--- config.mk ---
export PLATFORM = sky130hd
export DESIGN_NAME = flash_reset_seq
export DESIGN_NICKNAME = d
export VERILOG_FILES = /design/src/rtl/rstseq_pkg.sv /design/src/rtl/rstseq_pin_filter.sv /design/src/rtl/rstseq_timer.sv /design/src/rtl/rstseq_boot_copy.sv /design/src/rtl/flash_reset_seq.sv
export SDC_FILE = /design/constraint.sdc
export NUM_CORES = 1
export LEC_CHECK = 0
export BUFFER_PORTS_ARGS = -buffer_cell sky130_fd_sc_hd__buf_2
export CAP_MARGIN = 15
export CORE_ASPECT_RATIO = 1.75
export CORE_MARGIN = 5
export CORE_UTILIZATION = 35
export CTS_CLUSTER_DIAMETER = 150
export DETAILED_ROUTE_END_ITERATION = 16
export REMOVE_ABC_BUFFERS = 1
export SYNTH_ARGS = -nofsm -noshare
export SYNTH_HDL_FRONTEND = slang
export SYNTH_HIERARCHICAL = 1
export SYNTH_SLANG_ARGS = --single-unit
--- constraint.sdc ---
create_clock -name clk -period 2.88 [get_ports clk]
set_input_delay 0 -clock clk [delete_from_list [all_inputs] [get_ports clk]]
set_output_delay 0 -clock clk [all_outputs]
set_load 0.01 [all_outputs]
--- src/rtl/rstseq_pkg.sv ---
package rstseq_pkg;
    typedef enum logic [2:0] {
        ST_POR_WAIT,
        ST_COPY,
        ST_RESET,
        ST_HOLD,
        ST_IDLE,
        ST_CORE
    } seq_state_t;

    typedef enum logic [1:0] {
        CP_IDLE,
        CP_REQ,
        CP_RSP,
        CP_WR
    } copy_state_t;
endpackage

--- src/rtl/rstseq_pin_filter.sv ---
module rstseq_pin_filter #(
    parameter int MIN_CYC = 10
) (
    input  logic clk,
    input  logic rst_n,
    input  logic pin_n,
    output logic qual_pulse,
    output logic held_low
);
    localparam int CW = $clog2(MIN_CYC + 1);

    logic          sync1, sync2;
    logic [CW-1:0] low_cnt;

    always_ff @(posedge clk or negedge rst_n) begin
        if (!rst_n) begin
            sync1 <= 1'b1;
            sync2 <= 1'b1;
        end else begin
            sync1 <= pin_n;
            sync2 <= sync1;
        end
    end

    always_ff @(posedge clk or negedge rst_n) begin
        if (!rst_n)
            low_cnt <= '0;
        else if (sync2)
            low_cnt <= '0;
        else if (low_cnt != CW'(MIN_CYC))
            low_cnt <= low_cnt + 1'b1;
    end

    // Fires once per low period, on the cycle the low time reaches the threshold.
    assign qual_pulse = !sync2 && (low_cnt == CW'(MIN_CYC - 1));
    assign held_low   = !sync2 && (low_cnt == CW'(MIN_CYC));
endmodule

--- src/rtl/rstseq_timer.sv ---
module rstseq_timer #(
    parameter int CYCLES = 20000
) (
    input  logic clk,
    input  logic rst_n,
    input  logic run,
    output logic expire
);
    localparam int CW = $clog2(CYCLES + 1);

    logic [CW-1:0] cnt;

    assign expire = run && (cnt == CW'(CYCLES - 1));

    always_ff @(posedge clk or negedge rst_n) begin
        if (!rst_n)
            cnt <= '0;
        else if (run && !expire)
            cnt <= cnt + 1'b1;
    end
endmodule

--- src/rtl/rstseq_boot_copy.sv ---
module rstseq_boot_copy
    import rstseq_pkg::*;
#(
    parameter int WORDS  = 512,
    parameter int DATA_W = 16,
    parameter int AW     = 9
) (
    input  logic              clk,
    input  logic              rst_n,
    input  logic              start,
    input  logic              abort,
    output logic              rd_valid,
    output logic [AW-1:0]     rd_addr,
    input  logic              rd_ready,
    input  logic              rsp_valid,
    input  logic [DATA_W-1:0] rsp_data,
    output logic              wr_valid,
    output logic [AW-1:0]     wr_addr,
    output logic [DATA_W-1:0] wr_data,
    input  logic              wr_ready,
    output logic              done
);
    copy_state_t       cs, cs_n;
    logic [AW-1:0]     idx;
    logic [DATA_W-1:0] word_q;
    logic              last;

    assign last = (idx == AW'(WORDS - 1));

    always_ff @(posedge clk or negedge rst_n) begin
        if (!rst_n)
            cs <= CP_IDLE;
        else if (abort)
            cs <= CP_IDLE;
        else
            cs <= cs_n;
    end

    always_comb begin
        cs_n = cs;
        unique case (cs)
            CP_IDLE: if (start)     cs_n = CP_REQ;
            CP_REQ:  if (rd_ready)  cs_n = CP_RSP;
            CP_RSP:  if (rsp_valid) cs_n = CP_WR;
            CP_WR:   if (wr_ready)  cs_n = last ? CP_IDLE : CP_REQ;
            default:                cs_n = CP_IDLE;
        endcase
    end

    always_ff @(posedge clk or negedge rst_n) begin
        if (!rst_n) begin
            idx    <= '0;
            word_q <= '0;
        end else begin
            if (cs == CP_IDLE && start)
                idx <= '0;
            if (cs == CP_RSP && rsp_valid)
                word_q <= rsp_data;
            if (cs == CP_WR && wr_ready && !last)
                idx <= idx + 1'b1;
        end
    end

    always_comb begin
        rd_valid = (cs == CP_REQ);
        wr_valid = (cs == CP_WR);
        rd_addr  = idx;
        wr_addr  = idx;
        wr_data  = word_q;
        done     = (cs == CP_WR) && wr_ready && last;
    end
endmodule

--- src/rtl/flash_reset_seq.sv ---
module flash_reset_seq
    import rstseq_pkg::*;
#(
    parameter int CLK_MHZ      = 50,
    parameter int PIN_MIN_NS   = 200,
    parameter int BOOT_WAIT_US = 400,
    parameter int BOOT_BYTES   = 1024,
    parameter int DATA_W       = 16,
    localparam int PIN_MIN_CYC = (CLK_MHZ * PIN_MIN_NS + 999) / 1000,
    localparam int WAIT_CYC    = CLK_MHZ * BOOT_WAIT_US,
    localparam int WORDS       = BOOT_BYTES / (DATA_W / 8),
    localparam int AW          = $clog2(WORDS)
) (
    input  logic              clk,
    input  logic              por_n,
    input  logic              rst_pin_n,
    input  logic              hot_cmd,
    input  logic              hot_reg_wr,
    input  logic              core_rst_cmd,
    input  logic              core_busy,
    input  logic              op_start,
    input  logic              ioe_wr,
    input  logic              ioe_wdata,
    input  logic              int_req,
    output logic              arr_rd_valid,
    output logic [AW-1:0]     arr_rd_addr,
    input  logic              arr_rd_ready,
    input  logic              arr_rsp_valid,
    input  logic [DATA_W-1:0] arr_rsp_data,
    output logic              bram_wr_valid,
    output logic [AW-1:0]     bram_wr_addr,
    output logic [DATA_W-1:0] bram_wr_data,
    input  logic              bram_wr_ready,
    output logic              core_abort,
    output logic              reg_init,
    output logic              out_default,
    output logic              ready,
    output logic              cells_invalid,
    output logic              int_out
);
    seq_state_t state, state_n;

    logic warm_trig, pin_held, tmr_exp, copy_done;
    logic hot_req, rst_req, take_rst, take_core;
    logic copy_start, copy_abort;
    logic boot_ok, ioe_q, abort_q;

    rstseq_pin_filter #(.MIN_CYC(PIN_MIN_CYC)) u_pin (
        .clk        (clk),
        .rst_n      (por_n),
        .pin_n      (rst_pin_n),
        .qual_pulse (warm_trig),
        .held_low   (pin_held)
    );

    rstseq_timer #(.CYCLES(WAIT_CYC)) u_wait (
        .clk    (clk),
        .rst_n  (por_n),
        .run    (state == ST_POR_WAIT),
        .expire (tmr_exp)
    );

    rstseq_boot_copy #(.WORDS(WORDS), .DATA_W(DATA_W), .AW(AW)) u_copy (
        .clk       (clk),
        .rst_n     (por_n),
        .start     (copy_start),
        .abort     (copy_abort),
        .rd_valid  (arr_rd_valid),
        .rd_addr   (arr_rd_addr),
        .rd_ready  (arr_rd_ready),
        .rsp_valid (arr_rsp_valid),
        .rsp_data  (arr_rsp_data),
        .wr_valid  (bram_wr_valid),
        .wr_addr   (bram_wr_addr),
        .wr_data   (bram_wr_data),
        .wr_ready  (bram_wr_ready),
        .done      (copy_done)
    );

    assign hot_req    = hot_cmd || hot_reg_wr;
    assign rst_req    = warm_trig || hot_req;
    assign take_rst   = rst_req && (state inside {ST_POR_WAIT, ST_COPY, ST_IDLE, ST_CORE});
    assign take_core  = (state == ST_IDLE) && !rst_req && core_rst_cmd;
    assign copy_start = (state == ST_POR_WAIT) && tmr_exp && !rst_req;
    assign copy_abort = (state == ST_COPY) && rst_req;

    // Next-state decode
    always_comb begin
        state_n = state;
        unique case (state)
            ST_POR_WAIT: if (rst_req) state_n = ST_RESET;
                         else if (tmr_exp) state_n = ST_COPY;
            ST_COPY:     if (rst_req) state_n = ST_RESET;
                         else if (copy_done) state_n = ST_IDLE;
            ST_RESET:    state_n = pin_held ? ST_HOLD : ST_IDLE;
            ST_HOLD:     state_n = pin_held ? ST_HOLD : ST_IDLE;
            ST_IDLE:     if (rst_req) state_n = ST_RESET;
                         else if (core_rst_cmd) state_n = ST_CORE;
            ST_CORE:     state_n = rst_req ? ST_RESET : ST_IDLE;
            default:     state_n = ST_IDLE;
        endcase
    end

    // State register and the few registers it owns
    always_ff @(posedge clk or negedge por_n) begin
        if (!por_n) begin
            state   <= ST_POR_WAIT;
            boot_ok <= 1'b0;
            ioe_q   <= 1'b0;
            abort_q <= 1'b0;
        end else begin
            state <= state_n;
            if (state == ST_COPY && copy_done && !rst_req)
                boot_ok <= 1'b1;
            if (state == ST_RESET)
                ioe_q <= 1'b0;
            else if (ioe_wr)
                ioe_q <= ioe_wdata;
            if ((take_rst || take_core) && core_busy)
                abort_q <= 1'b1;
            else if (op_start)
                abort_q <= 1'b0;
        end
    end

    // Outputs
    always_comb begin
        core_abort    = (state == ST_RESET) || (state == ST_CORE);
        reg_init      = (state == ST_RESET);
        out_default   = !((state == ST_IDLE) || (state == ST_CORE));
        ready         = boot_ok && !out_default;
        cells_invalid = abort_q;
        int_out       = ioe_q && int_req;
    end
endmodule

==> After elaboration in Yosys (flattened, before gate mapping) <==
Index checks and enable logic that the tools add are counted.
{ "word_totals": {"reg_bits": 54, "input_bits": 30, "wordCells": 98} }
{ "op_classes": {"addsub": 3, "eq_ne": 20, "muxes": 24, "n_reduce_logical": 40} }
{ "ops": {"columns": ["cell", "count"], "rows": [
  ["3-bit two-way mux", 8],
  ["1-bit logical AND", 20],
  ["9-bit two-way mux", 2],
  ["15-bit by 1-bit adder with 15-bit output, second input constant", 1],
  ["15-bit == test, second input constant", 1],
  ["3-bit one-hot mux with 5 select lines", 1],
  ["3-bit != test, second input constant", 4],
  ["2-bit two-way mux", 5],
  ["9-bit by 1-bit adder with 9-bit output, second input constant", 1],
  ["9-bit == test, second input constant", 1],
  ["4-bit == test, second input constant", 2],
  ["4-bit two-way mux", 2],
  ["2-bit one-hot mux with 4 select lines", 1],
  ["2-bit nonzero test", 4],
  ["3-bit by 2-bit == test with 1-bit output, second input constant", 2],
  ["3-bit == test, second input constant", 2],
  ["3-bit by 1-bit != test with 1-bit output, second input constant", 2],
  ["1-bit logical NOT", 5],
  ["1-bit logical OR", 5],
  ["1-bit two-way mux", 5],
  ["4-bit by 1-bit adder with 4-bit output, second input constant", 1],
  ["2-bit == test, second input constant", 2],
  ["4-bit != test, second input constant", 1],
  ["4-bit AND reduction", 1],
  ["other kinds (8)", 8]
]} }

==> Depth between registers and ports, before layout <==
Gate-level depths: netlist (run 1).
{ "depth": {"ltp_word": 9, "mapped_depth": 9, "mapped_depth_nobuf": 9} }

==> By module <==
Netlist (run 1), hierarchy kept.
{ "by_module_without_submodules": {"columns": ["module", "instances", "cells_per_inst", "area_per_inst_um2"], "rows": [
  ["rstseq_boot_copy", 1, 112, 1321.3],
  ["rstseq_timer", 1, 70, 740.7],
  ["flash_reset_seq", 1, 39, 377.9],
  ["rstseq_pin_filter", 1, 25, 305.3]
]} }

==> Worst setup path before layout (run 1) <==
Ideal clock, no wire load.
{ "synth_path": {"path_type": "register -> register", "from": "register u_wait.cnt[8]", "to": "register u_copy.cs[0]", "arrival_ns": 2.305, "path_slack_ns": 0.443, "stages_incl_launch_ff": 9, "path_buffers": 0, "synth_period_minus_slack_ns": 2.437, "cell_sequence": "dfrtp_1 or4b_4 or4_4 nor2_1 and3_1 nand2b_1 o2111ai_2 nor3_1 a211oi_1"} }
{ "synth_between": {"elab_chain_len": 6} }
{ "synth_rtl": {"columns": ["item", "line_no", "rtl"], "rows": [
  ["from (decl)", "rstseq_timer.sv:11", "logic [CW-1:0] cnt;"],
  ["from (signal assigned)", "rstseq_timer.sv:19", "cnt <= cnt + 1'b1;"],
  ["15-bit == test", "rstseq_timer.sv:13", "assign expire = run && (cnt == CW'(CYCLES - 1));"],
  ["1-bit logical AND", "rstseq_timer.sv:13", null],
  ["net tmr_exp", "flash_reset_seq.sv:43", "logic warm_trig, pin_held, tmr_exp, copy_done;"],
  ["1-bit logical AND (2 in series)", "flash_reset_seq.sv:84", "assign copy_start = (state == ST_POR_WAIT) && tmr_exp && !rst_req;"],
  ["net copy_start", "flash_reset_seq.sv:45", "logic copy_start, copy_abort;"],
  ["3-bit by 2-bit != test with 1-bit output (no source line)", null, null],
  ["4-bit AND reduction (no source line)", null, null],
  ["to (signal assigned)", "rstseq_boot_copy.sv:36", "cs <= cs_n;"],
  ["to (decl)", "rstseq_boot_copy.sv:23", "copy_state_t cs, cs_n;"]
]} }
The timed path passes the listed nets, and every way through them passes these cells.
A chain may end at the register's enable or synchronous reset.

==> Worst setup path after layout (run 1) <==
{ "layout_path": {"from": "register u_wait.cnt[7]", "to": "register u_copy.cs[0]"} }
Same word-level chain as after synthesis.

==> results of run 1 <==
-- critical path, stage by stage (launching register included) --
cell	delay (ns)
dfrtp_1	0.44
or4b_4	0.55
or4_4	0.56
nor2_1	0.13
and3_1	0.22
nand2b_1	0.13
o2111ai_2	0.16
nor3_1	0.20
a211oi_1	0.07
-- worst paths after layout --
path                                           start                             to  slack (ns)  depth (start not counted)
setup / recovery           u_wait/cnt[7]$_DFFE_PN0P_       u_copy/cs[0]$_DFFE_PN0P_        0.30                          8
hold / removal                              op_start      cells_invalid$_DFFE_PN0P_        0.01                          3
setup reg to reg           u_wait/cnt[7]$_DFFE_PN0P_       u_copy/cs[0]$_DFFE_PN0P_        0.30                          8
hold reg to reg                u_pin/sync1$_DFF_PN1_          u_pin/sync2$_DFF_PN1_        0.36                          0
max in group asynchronous                      por_n     u_wait/cnt[13]$_DFFE_PN0P_        1.86                          3
min in group asynchronous                      por_n  u_copy/rd_addr[6]$_DFFE_PN0P_        0.23                          2
-- synth_stat cells (all sizes together) (3+ instances only) --
cell	number
mux2	17
o21ai	9
nand3b	4
mux2i	3
a21oi	8
nor2	14
dfrtp	52
xnor2	4
xor2	8
nand4	7
and2	3
nor4	4
and3	5
ha	10
buf	14
inv	13
nand2b	3
nand2	21
nand3	9
nor3	9
-- registers in the layout, summed over array words and instances, names as in the netlist --
signal and count:
u_pin/low_cnt 4, u_copy/rd_addr 9, u_copy/cs 2, u_pin/sync2 1, u_copy/wr_data 16, u_wait/cnt 15, boot_ok 1, state 3
u_pin/sync1 1, ioe_q 1, cells_invalid 1
-- cell type report --
type / instances / area (µm²) / share of cell area (%)
multi-input cells: 165 / 1229 / 35.20
clock buffers: 5 / 125.1 / 3.584
clock inverters: 3 / 43.79 / 1.254
well taps: 88 / 110.1 / 3.154
repair buffers: 94 / 580.6 / 16.63
flip-flops and latches: 54 / 1354 / 38.78
inverters: 13 / 48.80 / 1.398
-- routing by layer --
metal / track usage (%) / share of wire [%] / vias to the layer above
met4: 4.943 / 2.1 / 0
met5: 0 / 0 / -
met2: 23.28 / 55 / 45
met1: 13.44 / 38 / 1014
li1: - / - / 1036
met3: 2.676 / 4.5 / 10
-- cells by family after synthesis --
group                    after synthesis  synth area share (%)
AND/OR/NAND/NOR                       87                 18.96
flip-flops                            54                 49.32
AO/OA/AOI/OAI                         36                 9.343
buffers and inverters                 27                 5.925
multiplexers                          20                 8.067
XOR/XNOR                              12                 3.829
adder cells (fa/ha/maj)               10                 4.558
-- where the power goes --
part           internal, W  switching [W]
registers         0.000976       0.000190
clock network     0.000412       0.000266
logic             0.000445       0.000473
total              0.00183       0.000929
-- what timing repair did --
action / in CTS / in global routing
hold buffers: 21 / 0
endpoints found under the hold margin: 41 / 0
resized for setup: 0 / 0
-- per-stage QoR --
stage | utilization (%) | worst slack [ns] | cells | cell area (µm²) | hold slack, ns
4_1_cts | 45.81 | 0.3072 | 422 | 3491 | 0.01839
6_report | 45.81 | 0.3009 | 422 | 3491 | 0.01429
3_3_place_gp | 40.84 | 0.3438 | 393 | 3112 | 0.02824
5_1_grt | 45.81 | 0.1571 | 422 | 3491 | 0.03319
3_5_place_dp | 40.84 | 0.3184 | 393 | 3112 | 0.03721
2_1_floorplan | - | 0.4426 | 232 | 2631 | -0.2956
==> qor.txt, run 1 <==
Final Cycle Share: 89.55%
largest net degree at the start of global routing: 31
postcts setup bufs: 0
Max VDD drop: 0.4647 mV
drt total wl: 5905 µm
Clock Sinks: 54
Hold Crit Class: in2reg
CTS tree: yes
port bufs: 71
Yosys top cell area share: 47.40%
Total Power: 0.002761 W
Antenna Nets Post-Route: 0
top cell type by total area after synthesis: dfrtp_1
Worst Path Class, Setup: reg2reg
via count: 2105
H-tree Lvls: 2
total gr overflow: 0
Synth Instances: 246
Bufs on Longest Clock Path: 2
diodes inserted: 0
Final Hold Fails: 0
fraction of registers with async set/reset: 100.0%
sequential fraction of the synthesis area: 49.32%
DRC viols: 0
Core Area: 7620 µm²
max_cap viols: 0
Iteration-0 DRC Markers: 113
Total GRT Usage: 12.49%
most frequent cells in the layout: buf_2, dfrtp_1, nand2_1, dlygate4sd3_1, mux2_2
Synth Area per Inst: 11.16 µm²
number of global-route vias before repair: 2210
hpwl dp: 4435 µm
share of layout cells above drive strength 1: 33.83%
Max Freq: 387.7 MHz
status: complete, no violations
Slew @ Worst Pin: 0.6861 ns
Critical Path RT: 3.05 ns
Ys Warns: 6
global-route wire length before repair: 10140 µm
final setup TNS: 0 ns
Root Driver: clkbuf_16
Yosys reg bits: 54
Post-Synthesis Cell Area: 2745 µm²
endpoints failing setup: 0
worst skew pair latency: 0.29 ns
relative max-transition margin: 54.15%
routability cong.: 0.7242
library cells used by synthesis: 53
drt pass-1 iters: 4
Syn-to-layout area delta: 27.17%
most common cell after layout, fill and taps aside: buf_2
IO Pins: 72
filler instances: 697
Chip Height: 127.2 µm
initial antenna violation count: 0
prevailing post-synth register cell: dfrtp_1
minimum clock period: 2.579 ns
max-slew violations: 0
# rows: 42
wire per inst: 13.99 µm
Synth area leaders: dfrtp_1, mux2_2, ha_1, nand2_1, buf_4
Initial Utilization: 36.03%
RSZ-0062 raised after global routing: false
vias per inst: 4.988
Leakage: 1.739 nW
Die W: 76.95 µm
CP startpoint kind: flip-flop
Post-synth EDFFs: 0
CP endpoint kind: flip-flop
Inserted Clock Buffers: 5
Die ar.: 9784 µm²
Clk pin slew, worst setup/hold paths: 0.07 ns
PwrDens: 791.1 nW/µm²
critical path fanouts, max: 5
Worst Skew: 0.008780 ns
final-stage net count: 373
Critical Path AT: 2.75 ns
(Power assumes the default switching activity.)
==> run 2, diff against run 1 <==
- CTS_CLUSTER_DIAMETER: 150 -> unset
- RECOVER_POWER: unset -> 25
==> qor.txt, run 2 (synthesized netlist as in run 1, its figures left out) <==
DP Worst Slack: 0.3184 ns (unchanged)
Inserted Clock Buffers: 5 (unchanged)
Total GRT Usage: 12.49% (unchanged)
Final Hold Fails: 0 (unchanged)
total gr overflow: 0 (unchanged)
Comb pwr share: 32.7% (-0.5 points)
Bufs on Longest Clock Path: 2 (unchanged)
Worst Path Class, Setup: reg2reg
Pint: 0.001811 W (-1.2%)
Antenna Nets Post-Route: 0 (unchanged)
Critical Path Sink: u_copy/cs[0]$_DFFE_PN0P_
Syn-to-layout area delta: 26.62%
CP endpoint kind: flip-flop
status: complete, no violations
critical path fanouts, max: 5 (unchanged)
final setup TNS: 0 ns (unchanged)
Max Freq: 387.7 MHz (about the same)
initial antenna violation count: 0 (unchanged)
Initial Utilization: 36.03% (unchanged)
IO Pins: 72 (unchanged)
Flop pwr share: 42.7% (+0.5 points)
Reg2Reg Setup Slack: 0.30 ns (about the same)
diodes inserted: 0 (unchanged)
via count: 2103 (-0.095%)
max_cap viols: 0 (unchanged)
final-stage net count: 373 (unchanged)
Net Sw Frac: 33.96% (+0.33 points)
share of layout cells above drive strength 1: 30.24% (-3.6 points)
Max VDD drop: 0.4664 mV (+0.38%)
Slew @ Worst Pin: 1.377 ns (+0.6907 ns)
most frequent cells in the layout: buf_2, dfrtp_1, nand2_1, dlygate4sd3_1, mux2_2
fin worst setup slack: 0.3008 ns (-0.0001100 ns)
Worst Skew: 0.008120 ns (-0.0006602 ns)
routability cong.: 0.7242 (unchanged)
DP Area: 3112 µm² (unchanged)
Die ar.: 9784 µm² (unchanged)
highest metal used: met4
filler instances: 700 (+0.43%)
largest net degree at the start of global routing: 31 (unchanged)
Critical Path RT: 3.05 ns (about the same)
Design Area, Final: 3476 µm² (-0.43%)
worst setup path startpoint: u_wait/cnt[7]$_DFFE_PN0P_
reg2reg start: u_wait/cnt[7]$_DFFE_PN0P_
CP startpoint kind: flip-flop
reg2reg path depth: 8 (unchanged)
# rows: 42 (unchanged)
hpwl dp: 4435 µm (unchanged)
Root Driver: clkbuf_16
endpoints failing setup: 0 (unchanged)
worst skew pair latency: 0.29 ns (about the same)
hold path cells: 3 (unchanged)
met1 wire length: 2257 µm (+0.36%)
Layout Cells excl Fill: 422 (unchanged)
Iteration-0 DRC Markers: 113 (unchanged)
Final Cycle Share: 89.55% (about the same)
relative max-transition margin: 8.214% (-46 points)
RSZ-0062 raised after global routing: false
routed wl met2: 3268 µm (about the same)
drt pass-1 iters: 4 (unchanged)
minimum clock period: 2.579 ns (+0.0001100 ns)
P_sw: 0.0009313 W (+0.29%)
Hold Crit Class: in2reg
Clk pin slew, worst setup/hold paths: 0.07 ns (about the same)
Die W: 76.95 µm (unchanged)
wire per inst: 14.02 µm (+0.17%)
clock power share: 24.7% (+0.2 points)
port bufs: 71 (unchanged)
max FFs per register: 16 (unchanged)
DRC viols: 0 (unchanged)
Clock Sinks: 54 (unchanged)
max-slew violations: 0 (unchanged)
Core Area: 7620 µm² (unchanged)
post-layout util: 45.62% (-0.20 points)
Hold Startpoint: op_start
Leakage: 1.705 nW (-2.0%)
# placed instances: 393 (unchanged)
Critical Path AT: 2.75 ns (about the same)
Chip Height: 127.2 µm (unchanged)
CTS tree: yes
post_cts resized: 0 (unchanged)
Worst R2R End: u_copy/cs[0]$_DFFE_PN0P_
number of global-route vias before repair: 2210 (unchanged)
vias per inst: 4.983 (about the same)
global-route wire length before repair: 10140 µm (unchanged)
drt total wl: 5915 µm (+0.17%)
met3 WL: 257 µm (-3.4%)
postcts setup bufs: 0 (unchanged)
PwrDens: 788.9 nW/µm² (-0.27%)
H-tree Lvls: 2 (unchanged)
most common cell after layout, fill and taps aside: buf_2
Post-CTS Hold Buffers: 21 (unchanged)
==> run 2: cell types whose count changed in the layout (fill, tap and decap cells not counted), sizes merged <==
| cell | delta |
|---|---|
| buf | -12 |
| clkbuf | +12 |
==> run 2: layer usage <==
metal / vias up / GRT usage [%]
li1: 1037 / -
met1: 1013 / 13.44
met2: 43 / 23.28
met3: 10 / 2.676
met4: 0 / 4.943
met5: - / 0
==> run 2: worst max-delay path: stages (launching register included) <==
cell       delay [ns]
dfrtp_1          0.44
or4b_4           0.55
or4_4            0.56
nor2_1           0.13
and3_1           0.22
nand2b_1         0.13
o2111ai_2        0.16
nor3_1           0.20
a211oi_1         0.07
==> run 2: power groups by stage <==
stage	clock network [W]	registers (W)	logic [W]
floorplan	0	0.00124	0.000490
global placement	0	0.00117	0.000897
detailed placement	0	0.00118	0.000909
CTS	0.000702	0.00117	0.000935
global route	0.000731	0.00121	0.00100
finish	0.000677	0.00117	0.000896
==> run 2: layout make-up <==
type | instances | area [µm²] | area share [%]
well taps | 88 | 110.1 | 3.168
multi-input cells | 165 | 1229 | 35.35
repair buffers | 94 | 565.5 | 16.27
flip-flops and latches | 54 | 1354 | 38.95
inverters | 13 | 48.80 | 1.404
clock buffers | 5 | 125.1 | 3.600
clock inverters | 3 | 43.79 | 1.260
==> run 2: how the worst min path moves through the flow <==
| stage | endpoint | slack [ns] |
|---|---|---|
| floorplan | boot_ok$_DFFE_PN0P_ | -0.30 |
| global placement | u_copy/rd_addr[6]$_DFFE_PN0P_ | 0.03 |
| detailed placement | u_copy/rd_addr[6]$_DFFE_PN0P_ | 0.04 |
| CTS | cells_invalid$_DFFE_PN0P_ | 0.02 |
| global route | cells_invalid$_DFFE_PN0P_ | 0.03 |
| finish | cells_invalid$_DFFE_PN0P_ | 0.01 |
==> run 2: metrics by stage <==
step           total power (W)  hold WS [ns]
2_1_floorplan         0.001727       -0.2956
3_3_place_gp          0.002070       0.02824
3_5_place_dp          0.002092       0.03721
4_1_cts               0.002806       0.01839
5_1_grt               0.002943       0.03319
6_report              0.002742       0.01411
==> run 3, diff against run 2 <==
- PLACE_DENSITY: unset -> 0.69
==> qor.txt, run 3 (synthesized netlist as in run 1, its figures left out) <==
status: complete, no violations
worst skew pair latency: 0.29 ns (about the same)
IO Pins: 72 (unchanged)
Iteration-0 DRC Markers: 101 (-11%)
Final Hold Fails: 0 (unchanged)
vias per inst: 5.083 (+2.0%)
P_sw: 0.0009291 W (-0.24%)
Worst path top cell family by delay: simple AND/OR/NAND/NOR gates
Comb pwr share: 33.4% (+0.7 points)
post_cts resized: 0 (unchanged)
Flop pwr share: 43.7% (+1.0 points)
Die W: 76.95 µm (unchanged)
DRC viols: 0 (unchanged)
CP startpoint kind: flip-flop
Bufs on Longest Clock Path: 2 (unchanged)
most common cell after layout, fill and taps aside: buf_2
CP Cell Sequence: or4b_4 > or4_4 > nor2_1 > and3_1 > nand2b_1 > o2111ai_2 > nor3_1 > a211oi_1
final-stage net count: 374 (+0.27%)
H-tree Lvls: 2 (unchanged)
share of layout cells above drive strength 1: 30.45% (+0.21 points)
DP Area: 3112 µm² (unchanged)
Leakage: 1.702 nW (-0.19%)
Worst path slowest cell: or4b_4
Design Area, Final: 3473 µm² (about the same)
Max VDD drop: 0.3905 mV (-16%)
routability cong.: 0.7838 (+8.2%)
Final Cycle Share: 89.34% (-0.22 points)
total gr overflow: 0 (unchanged)
Core Area: 7620 µm² (unchanged)
# rows: 42 (unchanged)
via count: 2150 (+2.2%)
Max Freq: 388.7 MHz (+0.24%)
global-route wire length before repair: 10140 µm (unchanged)
RSZ-0062 raised after global routing: false
Die ar.: 9784 µm² (unchanged)
critical path fanouts, max: 5 (unchanged)
Worst Skew: 0.007054 ns (-0.001065 ns)
Syn-to-layout area delta: 26.53% (about the same)
diodes inserted: 0 (unchanged)
Root Driver: clkbuf_16
max-slew violations: 0 (unchanged)
port bufs: 71 (unchanged)
CTS tree: yes
wire per inst: 13.83 µm (-1.3%)
Reg2Reg Setup Slack: 0.31 ns (about the same)
CP endpoint kind: flip-flop
Clock Sinks: 54 (unchanged)
initial antenna violation count: 0 (unchanged)
Critical Path AT: 2.74 ns (about the same)
final setup TNS: 0 ns (unchanged)
max FFs per register: 16 (unchanged)
Worst Path Class, Setup: reg2reg
PwrDens: 772.8 nW/µm² (-2.0%)
Total GRT Usage: 12.52% (+0.028 points)
Initial Utilization: 36.03% (unchanged)
Hold Crit Class: in2reg
most frequent cells in the layout: buf_2, dfrtp_1, dlygate4sd3_1, nand2_1, mux2_2
Hold Slack: 0.06663 ns (+0.05252 ns)
Slew @ Worst Pin: 1.361 ns (-0.01578 ns)
minimum clock period: 2.573 ns (-0.006220 ns)
relative max-transition margin: 9.265% (+1.1 points)
endpoints failing setup: 0 (unchanged)
Antenna Nets Post-Route: 0 (unchanged)
largest net degree at the start of global routing: 30 (-3.2%)
Pint: 0.001755 W (-3.1%)
hpwl dp: 4293 µm (-3.2%)
Clk pin slew, worst setup/hold paths: 0.07 ns (about the same)
max_cap viols: 0 (unchanged)
Inserted Clock Buffers: 5 (unchanged)
Net Sw Frac: 34.61% (+0.65 points)
clock power share: 22.9% (-1.8 points)
drt pass-1 iters: 4 (unchanged)
Buf+Inv Stages, Crit Path: 0 (unchanged)
drt total wl: 5852 µm (-1.1%)
Critical Path RT: 3.05 ns (about the same)
number of global-route vias before repair: 2302 (+4.2%)
Chip Height: 127.2 µm (unchanged)
Largest stage delay, worst path: 0.56 ns (about the same)
filler instances: 701 (+0.14%)
## run 3: changes by cell type in the layout (fill, tap and decap cells not counted), sizes merged
cell,before,now
buf,61,62
bufinv,1,0
clkinv,1,0
clkinvlp,0,1
dlygate4sd3,21,22
## run 3: final cells by class
type | instances | area, µm² | share of cell area (%)
Sequential cell | 54 | 1354 | 38.98
Clock inverter | 2 | 16.27 | 0.4683
Clock buffer | 6 | 138.9 | 3.999
Multi-Input combinational cell | 165 | 1229 | 35.37
Inverter | 13 | 48.80 | 1.405
Timing Repair Buffer | 95 | 576.8 | 16.61
Tap cell | 88 | 110.1 | 3.170
## run 3: timing repair
item                                    4_1_cts  5_1_grt
endpoints found under the setup margin        0        0
setup buffers                                 0        0
hold buffers                                 22        0
endpoints found under the hold margin        42        0
## run 3: through the flow
step	total power (W)	std cells	setup WS [ns]	util (%)
2_1_floorplan	0.001727	232	0.4426	-
3_3_place_gp	0.002063	393	0.3598	40.84
3_5_place_dp	0.002088	393	0.2994	40.84
4_1_cts	0.002743	423	0.2891	45.76
5_1_grt	0.002896	423	0.06234	45.58
6_report	0.002684	423	0.3071	45.58
## run 3: routing by layer
layer | part of all wire, % | up-vias | wire, µm | track usage, %
met5 | 0 | - | 0 | 0
met4 | 1.7 | 0 | 98 | 4.737
met3 | 4.8 | 9 | 280 | 3.380
met2 | 58 | 41 | 3405 | 24.34
met1 | 35 | 1064 | 2068 | 12.22
li1 | - | 1036 | - | -
## run 3: worst register-to-register path, stage by stage, from the launching register on
cell and delay [ns]:
dfrtp_1 0.42, or4b_4 0.56, or4_4 0.56, nor2_1 0.13, and3_1 0.23, nand2b_1 0.14
o2111ai_2 0.16, nor3_1 0.20, a211oi_1 0.07
## run 3: power by group through the flow
stage                     Combinational (W)  Clock (W)  Sequential (W)
after floorplan                    0.000490          0         0.00124
after global placement             0.000887          0         0.00118
after detailed placement           0.000903          0         0.00118
after CTS                          0.000929   0.000639         0.00117
after global routing                0.00102   0.000667         0.00121
final                              0.000897   0.000614         0.00117
## run 3: path summary, 6_finish.rpt
kind | startpoint | to | cells past startpoint
min reg2reg | u_pin/sync1$_DFF_PN1_ | u_pin/sync2$_DFF_PN1_ | 0
min in group asynchronous | por_n | u_pin/low_cnt[0]$_DFFE_PN0P_ | 2
max reg2reg | u_wait/cnt[8]$_DFFE_PN0P_ | u_copy/cs[0]$_DFFE_PN0P_ | 8
min | hot_reg_wr | state[1]$_DFFE_PN0P_ | 3
max in group asynchronous | por_n | u_copy/wr_data[9]$_DFFE_PN0P_ | 3
max | u_wait/cnt[8]$_DFFE_PN0P_ | u_copy/cs[0]$_DFFE_PN0P_ | 8
